[src/rtl/color_ctrl_pkg.sv]
package color_ctrl_pkg;
  parameter int DW       = 8;
  parameter int GW       = 8;
  parameter int GFRAC    = 7;
  parameter int LDLY_MAX = 6;
  parameter int CDLY_MAX = 8;
  parameter int LSW      = 3;
  parameter int CSW      = 4;
  parameter int OUT_MIN  = 1;
  parameter int OUT_MAX  = 254;
  localparam int CMID    = 1 << (DW - 1);

  typedef struct packed {
    logic [GW-1:0]         contrast;
    logic signed [DW-1:0]  bright;
    logic [GW-1:0]         sat;
    logic [LSW-1:0]        ldly;
    logic [CSW-1:0]        cdly;
  } cc_cfg_t;

  localparam cc_cfg_t CFG_RESET = '{
    contrast: GW'(1 << GFRAC),
    bright:   '0,
    sat:      GW'(1 << GFRAC),
    ldly:     '0,
    cdly:     '0
  };
endpackage

[src/rtl/cc_cfg_regs.sv]
module cc_cfg_regs
  import color_ctrl_pkg::*;
(
  input  logic    clk_i,
  input  logic    rst_ni,
  input  logic    wr_en_i,
  input  cc_cfg_t wr_cfg_i,
  input  logic    dbuf_en_i,
  input  logic    sof_i,
  output cc_cfg_t eff_o,
  output cc_cfg_t act_o,
  output cc_cfg_t shd_o
);
  cc_cfg_t shd_q, act_q;
  logic    load;

  assign load  = !dbuf_en_i || sof_i;
  assign eff_o = load ? shd_q : act_q;

  always_ff @(posedge clk_i or negedge rst_ni) begin
    if (!rst_ni) begin
      shd_q <= CFG_RESET;
      act_q <= CFG_RESET;
    end else begin
      act_q <= eff_o;
      if (wr_en_i) shd_q <= wr_cfg_i;
    end
  end

  assign act_o = act_q;
  assign shd_o = shd_q;
endmodule

[src/rtl/cc_luma_scale.sv]
module cc_luma_scale
  import color_ctrl_pkg::*;
(
  input  logic [DW-1:0]        y_i,
  input  logic [GW-1:0]        gain_i,
  input  logic signed [DW-1:0] offs_i,
  output logic [DW-1:0]        y_o
);
  localparam int PW = DW + GW;
  localparam int SW = PW + 2;
  logic [PW-1:0]        prod;
  logic signed [SW-1:0] sum;

  always_comb begin
    prod = PW'(y_i) * PW'(gain_i);
    sum  = $signed(SW'(prod >> GFRAC)) + SW'(offs_i);
    if (sum < SW'(OUT_MIN))      y_o = DW'(OUT_MIN);
    else if (sum > SW'(OUT_MAX)) y_o = DW'(OUT_MAX);
    else                         y_o = sum[DW-1:0];
  end
endmodule

[src/rtl/cc_chroma_scale.sv]
module cc_chroma_scale
  import color_ctrl_pkg::*;
(
  input  logic [DW-1:0] c_i,
  input  logic [GW-1:0] gain_i,
  output logic [DW-1:0] c_o
);
  localparam int PW = DW + GW + 2;
  logic signed [PW-1:0] diff, gain, prod, res;

  always_comb begin
    diff = $signed(PW'(c_i)) - PW'(CMID);
    gain = $signed(PW'(gain_i));
    prod = diff * gain;
    res  = (prod >>> GFRAC) + PW'(CMID);
    if (res < PW'(OUT_MIN))      c_o = DW'(OUT_MIN);
    else if (res > PW'(OUT_MAX)) c_o = DW'(OUT_MAX);
    else                         c_o = res[DW-1:0];
  end
endmodule

[src/rtl/cc_tap_delay.sv]
module cc_tap_delay #(
  parameter int W    = 8,
  parameter int MAXD = 6,
  parameter int SW   = 3
) (
  input  logic          clk_i,
  input  logic          rst_ni,
  input  logic [W-1:0]  d_i,
  input  logic [SW-1:0] sel_i,
  output logic [W-1:0]  q_o
);
  localparam logic [SW-1:0] SEL_MAX = SW'(MAXD);
  logic [W-1:0]  stg [MAXD+1];
  logic [SW-1:0] sel_c;

  always_ff @(posedge clk_i or negedge rst_ni) begin
    if (!rst_ni) stg[0] <= '0;
    else         stg[0] <= d_i;
  end

  for (genvar i = 1; i <= MAXD; i++) begin : g_stg
    always_ff @(posedge clk_i or negedge rst_ni) begin
      if (!rst_ni) stg[i] <= '0;
      else         stg[i] <= stg[i-1];
    end
  end

  assign sel_c = (sel_i > SEL_MAX) ? SEL_MAX : sel_i;
  assign q_o   = stg[sel_c];
endmodule

[src/rtl/color_ctrl.sv]
module color_ctrl
  import color_ctrl_pkg::*;
(
  input  logic                 clk_i,
  input  logic                 rst_ni,
  input  logic                 valid_i,
  input  logic                 field_i,
  input  logic [DW-1:0]        y_i,
  input  logic [DW-1:0]        cb_i,
  input  logic [DW-1:0]        cr_i,
  input  logic                 dbuf_en_i,
  input  logic                 wr_en_i,
  input  logic [GW-1:0]        contrast_i,
  input  logic signed [DW-1:0] bright_i,
  input  logic [GW-1:0]        sat_i,
  input  logic [LSW-1:0]       luma_dly_i,
  input  logic [CSW-1:0]       chroma_dly_i,
  output logic                 valid_o,
  output logic                 field_o,
  output logic [DW-1:0]        y_o,
  output logic [DW-1:0]        cb_o,
  output logic [DW-1:0]        cr_o
);
  localparam int LW = DW + 2;
  localparam int CW = 2 * DW;

  cc_cfg_t wr_cfg, eff_cfg, act_cfg, shd_cfg;
  logic [DW-1:0] y_adj;
  logic [DW-1:0] c_in  [2];
  logic [DW-1:0] c_adj [2];
  logic [LW-1:0] luma_q;
  logic [CW-1:0] chroma_q;

  assign wr_cfg = '{contrast: contrast_i, bright: bright_i, sat: sat_i,
                    ldly: luma_dly_i, cdly: chroma_dly_i};

  cc_cfg_regs u_regs (
    .clk_i     (clk_i),
    .rst_ni    (rst_ni),
    .wr_en_i   (wr_en_i),
    .wr_cfg_i  (wr_cfg),
    .dbuf_en_i (dbuf_en_i),
    .sof_i     (valid_i && field_i),
    .eff_o     (eff_cfg),
    .act_o     (act_cfg),
    .shd_o     (shd_cfg)
  );

  cc_luma_scale u_luma (
    .y_i    (y_i),
    .gain_i (eff_cfg.contrast),
    .offs_i (eff_cfg.bright),
    .y_o    (y_adj)
  );

  assign c_in[0] = cb_i;
  assign c_in[1] = cr_i;

  for (genvar k = 0; k < 2; k++) begin : g_chroma
    cc_chroma_scale u_sc (
      .c_i    (c_in[k]),
      .gain_i (eff_cfg.sat),
      .c_o    (c_adj[k])
    );
  end

  cc_tap_delay #(.W(LW), .MAXD(LDLY_MAX), .SW(LSW)) u_ldly (
    .clk_i  (clk_i),
    .rst_ni (rst_ni),
    .d_i    ({valid_i, field_i, y_adj}),
    .sel_i  (act_cfg.ldly),
    .q_o    (luma_q)
  );

  cc_tap_delay #(.W(CW), .MAXD(CDLY_MAX), .SW(CSW)) u_cdly (
    .clk_i  (clk_i),
    .rst_ni (rst_ni),
    .d_i    ({c_adj[1], c_adj[0]}),
    .sel_i  (act_cfg.cdly),
    .q_o    (chroma_q)
  );

  assign {valid_o, field_o, y_o} = luma_q;
  assign {cr_o, cb_o}            = chroma_q;
endmodule

[config.mk]
export PLATFORM = sky130hd
export DESIGN_NAME = color_ctrl
export DESIGN_NICKNAME = d
export VERILOG_FILES = /design/src/rtl/color_ctrl_pkg.sv /design/src/rtl/cc_cfg_regs.sv /design/src/rtl/cc_luma_scale.sv /design/src/rtl/cc_chroma_scale.sv /design/src/rtl/cc_tap_delay.sv /design/src/rtl/color_ctrl.sv
export SDC_FILE = /design/constraint.sdc
export NUM_CORES = 1
export LEC_CHECK = 0
export ABC_CLOCK_PERIOD_IN_PS = 10000
export BUFFER_PORTS_ARGS = -buffer_cell sky130_fd_sc_hd__buf_2
export CAP_MARGIN = 20
export CORE_MARGIN = 3
export CORE_UTILIZATION = 35
export CTS_CLUSTER_DIAMETER = 200
export DETAILED_ROUTE_END_ITERATION = 10
export GPL_ROUTABILITY_DRIVEN = 0
export PLACE_DENSITY = 0.54
export REMOVE_ABC_BUFFERS = 1
export SLEW_MARGIN = 10
export SYNTH_ARGS = -nofsm -noshare
export SYNTH_HDL_FRONTEND = slang
export SYNTH_HIERARCHICAL = 1
export SYNTH_SLANG_ARGS = --single-unit
[constraint.sdc]
create_clock -name clk_i -period 10 [get_ports clk_i]
set_input_delay 1 -clock clk_i [delete_from_list [all_inputs] [get_ports clk_i]]
set_output_delay 1 -clock clk_i [all_outputs]
set_load 0.1 [all_outputs]
==> flow_metrics.py, run 1 <==
metrics = {
    "final_layout": {
        "num-fill-cells": 4859,
        "n_antenna_cell": 0,
        "drive_above_1_share_pct": 17.8,
        "multiInputGateArea_mm2": 0.0103,
        "nets": 1950,
        "ff_latch_area_mm2": 0.00692,
        "final_cell_mix": "dfrtp_1 (270), inv_1 (206), fa_1 (146)",
        "areaGrowthSynthToFinish_pct": 11.8,
        "mostFrequentLayoutCell": "dfrtp_1",
    },
    "drt": {
        "drt_iter0_drc": 549,
        "drc_errors": 0,
        "postRouteAntennaNets": 0,
        "routed-via-count": 11200,
        "viasPerCell": 4.82,
        "routed_wl_mm": 36.7,
        "wl_per_cell_um": 15.8,
        "dr.pass1.iters": 5,
    },
    "clock_network": {
        "clk_path_buf_depth": 3,
        "cts_tree": "done",
        "cts.sinks": 276,
        "cts_setup_buffers": 0,
        "cts.repair.resized": 0,
        "clk_pin_slew_ns": 0.06,
        "clockRootBuffer": "clkbuf_16",
        "h-tree-depth": 1,
        "cts-buffers-inserted": 31,
        "cts_hold_buf": 0,
        "clkLatencyLatePin_ns": 0.58,
    },
    "synthesis": {
        "async_reset_ff_share_pct": 100,
        "synth_edf_count": 0,
        "synth_warnings": 6,
        "synth_seq_cells": 276,
        "avgSynthCellArea_um2": 11.8,
        "synth_top_cell_by_area": "dfrtp_1",
        "synth.distinct_cells": 101,
        "synth_top_area_share_pct": 37.4,
        "netlist_area_mm2": 0.0182,
        "synth_area_leaders": "dfrtp_1 (37%), fa_1 (16%), ha_1 (7.4%)",
        "syn_inst": 1546,
        "seq_area_frac_synth_pct": 38.0,
        "synth_ff_type": "dfrtp_1",
    },
    "worst_hold_path": {
        "hold_class": "flip-flop to flip-flop",
    },
    "global_routing": {
        "grt_pass1_wl_mm": 61.9,
        "grt_max_degree": 183,
        "grt_pass1_vias": 11700,
        "grt_overflow_total": 0,
        "grt_util_all_layers_pct": 13.8,
        "grt_antenna_before_repair": 0,
    },
    "sta": {
        "slew_viol_final": 0,
        "maxSlewHeadroom_pct": 31.4,
        "finalSetupTns_ns": 0,
        "rsz0062_at_grt": "false",
        "hold_viol": 0,
        "fmax_mhz": 127,
        "period_needed_ns": 7.90,
        "finalSetupViolCount": 0,
        "worst_pin_slew_ns": 1.03,
        "period_share_pct": 79.0,
        "fin_skew_ns": 0.00800,
    },
    "critical_path": {
        "critPathCaptureType": "flip-flop",
        "r2r_slack_ns": 3.03,
        "path_max_fanout": 17,
        "critical_path_class": "input port to flip-flop",
        "cp.arrival_ns": 8.33,
        "cp-start-kind": "input port",
        "worstPathRequired_ns": 10.43,
    },
    "floorplanning": {
        "rows": 82,
        "ios": 87,
        "die_h_um": 234,
        "core-area_mm2": 0.0508,
        "die-area_mm2": 0.0547,
        "initial_core_util_pct": 35.8,
        "die_x_um": 234,
    },
    "job": {
        "cap_violations": 0,
    },
    "placed_design": {
        "portBuffers": 86,
        "post-dp-hpwl_mm": 27.1,
    },
    "status": {
        "outcome": "completed",
    },
}
critical path: stages:
cell,delay [ns]
buf_2,0.10
and2_1,0.17
nor2b_4,0.48
mux2_2,0.54
nor2b_1,0.20
fa_1,0.64
inv_1,0.15
fa_1,0.56
inv_1,0.05
fa_1,0.48
inv_1,0.05
fa_1,0.52
inv_1,0.04
ha_1,0.37
o21a_1,0.23
or2_4,0.24
o2111a_2,0.19
or3_2,0.46
o311ai_2,0.32
ha_1,0.29
inv_1,0.12
nand3_1,0.13
or4b_4,0.58
o31ai_4,0.31
a211oi_1,0.08
registers in the layout, indices dropped and copies added, names as in the netlist:
signal	cells
u_cdly/stg	144
u_regs/shd_o	31
u_ldly/stg	70
u_regs/act_o	31
area by class of cell:
type,count,area share [%]
well taps,672,4.13
multi-input cells,1029,50.5
inverters,206,3.80
repair buffers,91,2.41
flip-flops and latches,276,34.0
clock inverters,10,0.738
clock buffers,44,4.40
synthesized netlist by cell type, types with 4 or more instances:
master and number:
or3_1 9, buf_4 7, xnor2_1 23, nor3_1 12, o221ai_2 10, mux2i_1 84
mux2_2 52, xor2_1 18, a211oi_1 11, a21oi_1 51, a31oi_1 5, dfstp_2 4
a21oi_2 6, mux2_4 20, clkbuf_1 6, a21o_1 30, buf_6 7, ha_1 108
inv_1 206, nand2_1 97, dfrtp_1 272, o211ai_2 11, o211ai_1 5, a22oi_1 16
or2_2 5, o21a_1 6, nor2_1 14, and2_1 122, o21ai_0 6, and3_1 7
nand4_1 5, fa_1 146, nand3_1 15, nand2b_1 18, nor2b_1 10, buf_2 13
o22ai_1 16
worst paths after layout:
| path | end | startpoint | cells past startpoint |
|---|---|---|---|
| min in group asynchronous | u_cdly/stg[45] | rst_ni | 1 |
| worst min register to register | u_ldly/stg[30] | u_ldly/stg[40] | 0 |
| worst min-delay path | u_ldly/stg[30] | u_ldly/stg[40] | 0 |
| worst max-delay path | u_cdly/stg[141] | valid_i | 25 |
| worst max register to register | u_cdly/stg[141] | u_regs/shd_o[7] | 23 |
| max in group asynchronous | u_regs/act_o[0] | rst_ni | 2 |
metrics by stage:
stage / std cells / worst slack (ns) / util, % / area [um^2] / hold slack, ns
6_report: 2328 / 2.10 / 40.1 / 20300 / 0.363
3_3_place_gp: 2274 / 1.61 / 38.0 / 19300 / 0.355
2_1_floorplan: 1511 / 1.93 / - / 18000 / 0.353
5_1_grt: 2328 / 1.70 / 40.1 / 20300 / 0.373
3_5_place_dp: 2274 / 1.43 / 38.0 / 19300 / 0.359
4_1_cts: 2328 / 2.08 / 40.1 / 20300 / 0.363
metal layers:
metal  vias to the layer above  share of wire, %  GRT usage [%]
met5                         -                 0              0
met3                        48               3.3           2.08
met1                      5654                49           19.9
met2                       122                45           22.0
met4                         0               2.0           3.08
li1                       5391                 -              -
cells by family (layout without fill, tap and decap cells):
family | Yosys count | in the layout | share of synthesized area [%]
simple gates | 355 | 355 | 11.2
flops | 276 | 276 | 38.0
fa+ha+maj | 254 | 254 | 23.5
buf+inv | 241 | 351 | 5.52
compound gates | 223 | 223 | 10.3
mux | 156 | 156 | 9.49
xor+xnor | 41 | 41 | 1.97
Power of run 1 is left out: the tool's default activity adds up to more than one toggle a clock period on the data nets, which glitch-free logic cannot reach.
==> run 2: changes to the inputs <==
--- a/config.mk
+++ b/config.mk
@@ -5,7 +5,7 @@
 export SDC_FILE = /design/constraint.sdc
 export NUM_CORES = 1
 export LEC_CHECK = 0
-export ABC_CLOCK_PERIOD_IN_PS = 10000
+export ABC_CLOCK_PERIOD_IN_PS = 6900
 export BUFFER_PORTS_ARGS = -buffer_cell sky130_fd_sc_hd__buf_2
 export CAP_MARGIN = 20
 export CORE_MARGIN = 3
@@ -13,7 +13,7 @@
 export CTS_CLUSTER_DIAMETER = 200
 export DETAILED_ROUTE_END_ITERATION = 10
 export GPL_ROUTABILITY_DRIVEN = 0
-export PLACE_DENSITY = 0.54
+export PLACE_DENSITY = 0.56
 export REMOVE_ABC_BUFFERS = 1
 export SLEW_MARGIN = 10
 export SYNTH_ARGS = -nofsm -noshare
==> constraint.sdc (replaced) <==
create_clock -name clk_i -period 6.9 [get_ports clk_i]
set_input_delay 0.69 -clock clk_i [delete_from_list [all_inputs] [get_ports clk_i]]
set_output_delay 0.69 -clock clk_i [all_outputs]
set_load 0.1 [all_outputs]
==> flow_metrics.py, run 2 (synthesis results as in run 1) <==
metrics = {
    "final_layout": {
        "largest_registers": "u_cdly/stg x144, u_ldly/stg x70",
        "drive_above_1_share_pct": 25.8,
        "design_area_mm2": 0.0216,
        "areaGrowthSynthToFinish_pct": 18.7,
        "largest_register_ffs": 144,
        "final_cell_mix": "dfrtp_1 (270), inv_1 (202), buf_4 (156)",
        "nets": 2106,
        "largest-register": "u_cdly/stg",
        "mostFrequentLayoutCell": "dfrtp_1",
        "post-route-util_pct": 42.5,
        "n_antenna_cell": 0,
    },
    "global_routing": {
        "grt.met3_usage_pct": 1.57,
        "grt_antenna_before_repair": 0,
        "grt_overflow_total": 0,
        "grt_pass1_vias": 12700,
        "grt_pass1_wl_mm": 65.2,
        "grt_max_degree": 180,
        "grt_busiest_layer": "met2",
        "grtUsageMet1_pct": 20.5,
        "grt_util_all_layers_pct": 14.5,
        "met2_usage_pct": 23.9,
    },
    "clock_network": {
        "clkLatencyLatePin_ns": 0.58,
        "clk_path_buf_depth": 3,
        "cts.sinks": 276,
        "h-tree-depth": 1,
        "clk_pin_slew_ns": 0.06,
        "clockRootBuffer": "clkbuf_16",
        "cts_tree": "done",
        "cts-buffers-inserted": 31,
    },
    "placed_design": {
        "placed_cell_area_mm2": 0.0204,
        "post-dp-hpwl_mm": 28.9,
        "portBuffers": 86,
    },
    "drt": {
        "wl_per_cell_um": 15.5,
        "drc_errors": 0,
        "postRouteAntennaNets": 0,
        "dr.pass1.iters": 4,
        "routed-via-count": 11800,
        "routed_wl_mm": 38.5,
        "viasPerCell": 4.77,
        "drt_iter0_drc": 486,
    },
    "critical_path": {
        "critical_path_class": "input port to flip-flop",
        "path_delay_family": "adder cells",
        "cp-start-kind": "input port",
        "worstPathRequired_ns": 7.34,
        "critPathCaptureType": "flip-flop",
        "path_max_fanout": 8,
        "max_stage_delay_ns": 0.57,
        "cp.arrival_ns": 7.12,
        "cp_slowest_cell": "fa_2",
        "path_buf_inv": 10,
    },
    "floorplanning": {
        "die_x_um": 234,
        "initial_core_util_pct": 35.8,
        "core-area_mm2": 0.0508,
        "die_h_um": 234,
        "rows": 82,
        "ios": 87,
        "die-area_mm2": 0.0547,
    },
    "status": {
        "outcome": "completed",
    },
    "sta": {
        "maxSlewHeadroom_pct": 30.6,
        "slew_viol_final": 0,
        "finalSetupViolCount": 0,
        "fin_skew_ns": 0.0143,
        "rsz0062_at_grt": "false",
        "period_needed_ns": 6.68,
        "period_share_pct": 96.8,
        "worst_pin_slew_ns": 1.04,
        "hold_viol": 0,
        "fmax_mhz": 150,
    },
    "job": {
        "cap_violations": 0,
    },
    "worst_hold_path": {
        "hold_class": "input port to async pin",
    },
}
[run 2: cell types whose count changed in the layout (fill, tap and decap cells not counted), sizes merged]
cell and delta:
bufinv -1, buf +156, clkinv +1, clkbuf +1
[run 2: path summary, 6_finish.rpt]
kind	startpoint	endpoint	slack, ns	depth (start not counted)
worst max-delay path	valid_i	u_cdly/stg[139]	0.22	29
worst min-delay path	rst_ni	u_cdly/stg[13]	0.14	1
worst max register to register	u_regs/shd_o[7]	u_cdly/stg[139]	0.57	25
worst min register to register	u_cdly/stg[121]	u_cdly/stg[105]	0.37	0
max in group asynchronous	rst_ni	u_regs/act_o[12]	5.30	2
min in group clk_i	valid_i	u_ldly/stg[69]	0.33	2
[run 2: through the flow]
| step | instances | setup TNS (ns) | worst slack [ns] | hold WS, ns |
|---|---|---|---|---|
| 2_1_floorplan | 1511 | -9.38 | -0.863 | 0.353 |
| 3_3_place_gp | 2423 | -6.86 | -0.438 | 0.355 |
| 3_5_place_dp | 2423 | -9.53 | -0.558 | 0.358 |
| 4_1_cts | 2478 | 0 | 0.0474 | 0.148 |
| 5_1_grt | 2485 | 0 | 0.00460 | 0.182 |
| 6_report | 2485 | 0 | 0.219 | 0.140 |
[run 2: final cells by class]
| type | count | area (um^2) |
|---|---|---|
| clock inverters | 10 | 129 |
| clock buffers | 45 | 878 |
| fillers | 4777 | 29200 |
| inverters | 206 | 773 |
| multi-input cells | 1029 | 10400 |
| well taps | 672 | 841 |
| flip-flops and latches | 276 | 6920 |
| repair buffers | 247 | 1690 |
[run 2: metal layers]
| layer | wire (um) | share of wire (%) | vias up |
|---|---|---|---|
| met3 | 1110 | 2.9 | 45 |
| met5 | 0 | 0 | - |
| met4 | 712 | 1.8 | 0 |
| li1 | - | - | 5704 |
| met1 | 18600 | 48 | 5939 |
| met2 | 18000 | 47 | 155 |
[run 2: repair_timing]
action | 4_1_cts | 5_1_grt
buffers inserted | 0 | 7
hold buffers | 0 | 0
endpoints found under the setup margin | 0 | 20
hold endpoints to repair | 0 | 0
resized for setup | 0 | 25
Power of run 2 is left out for the same reason.
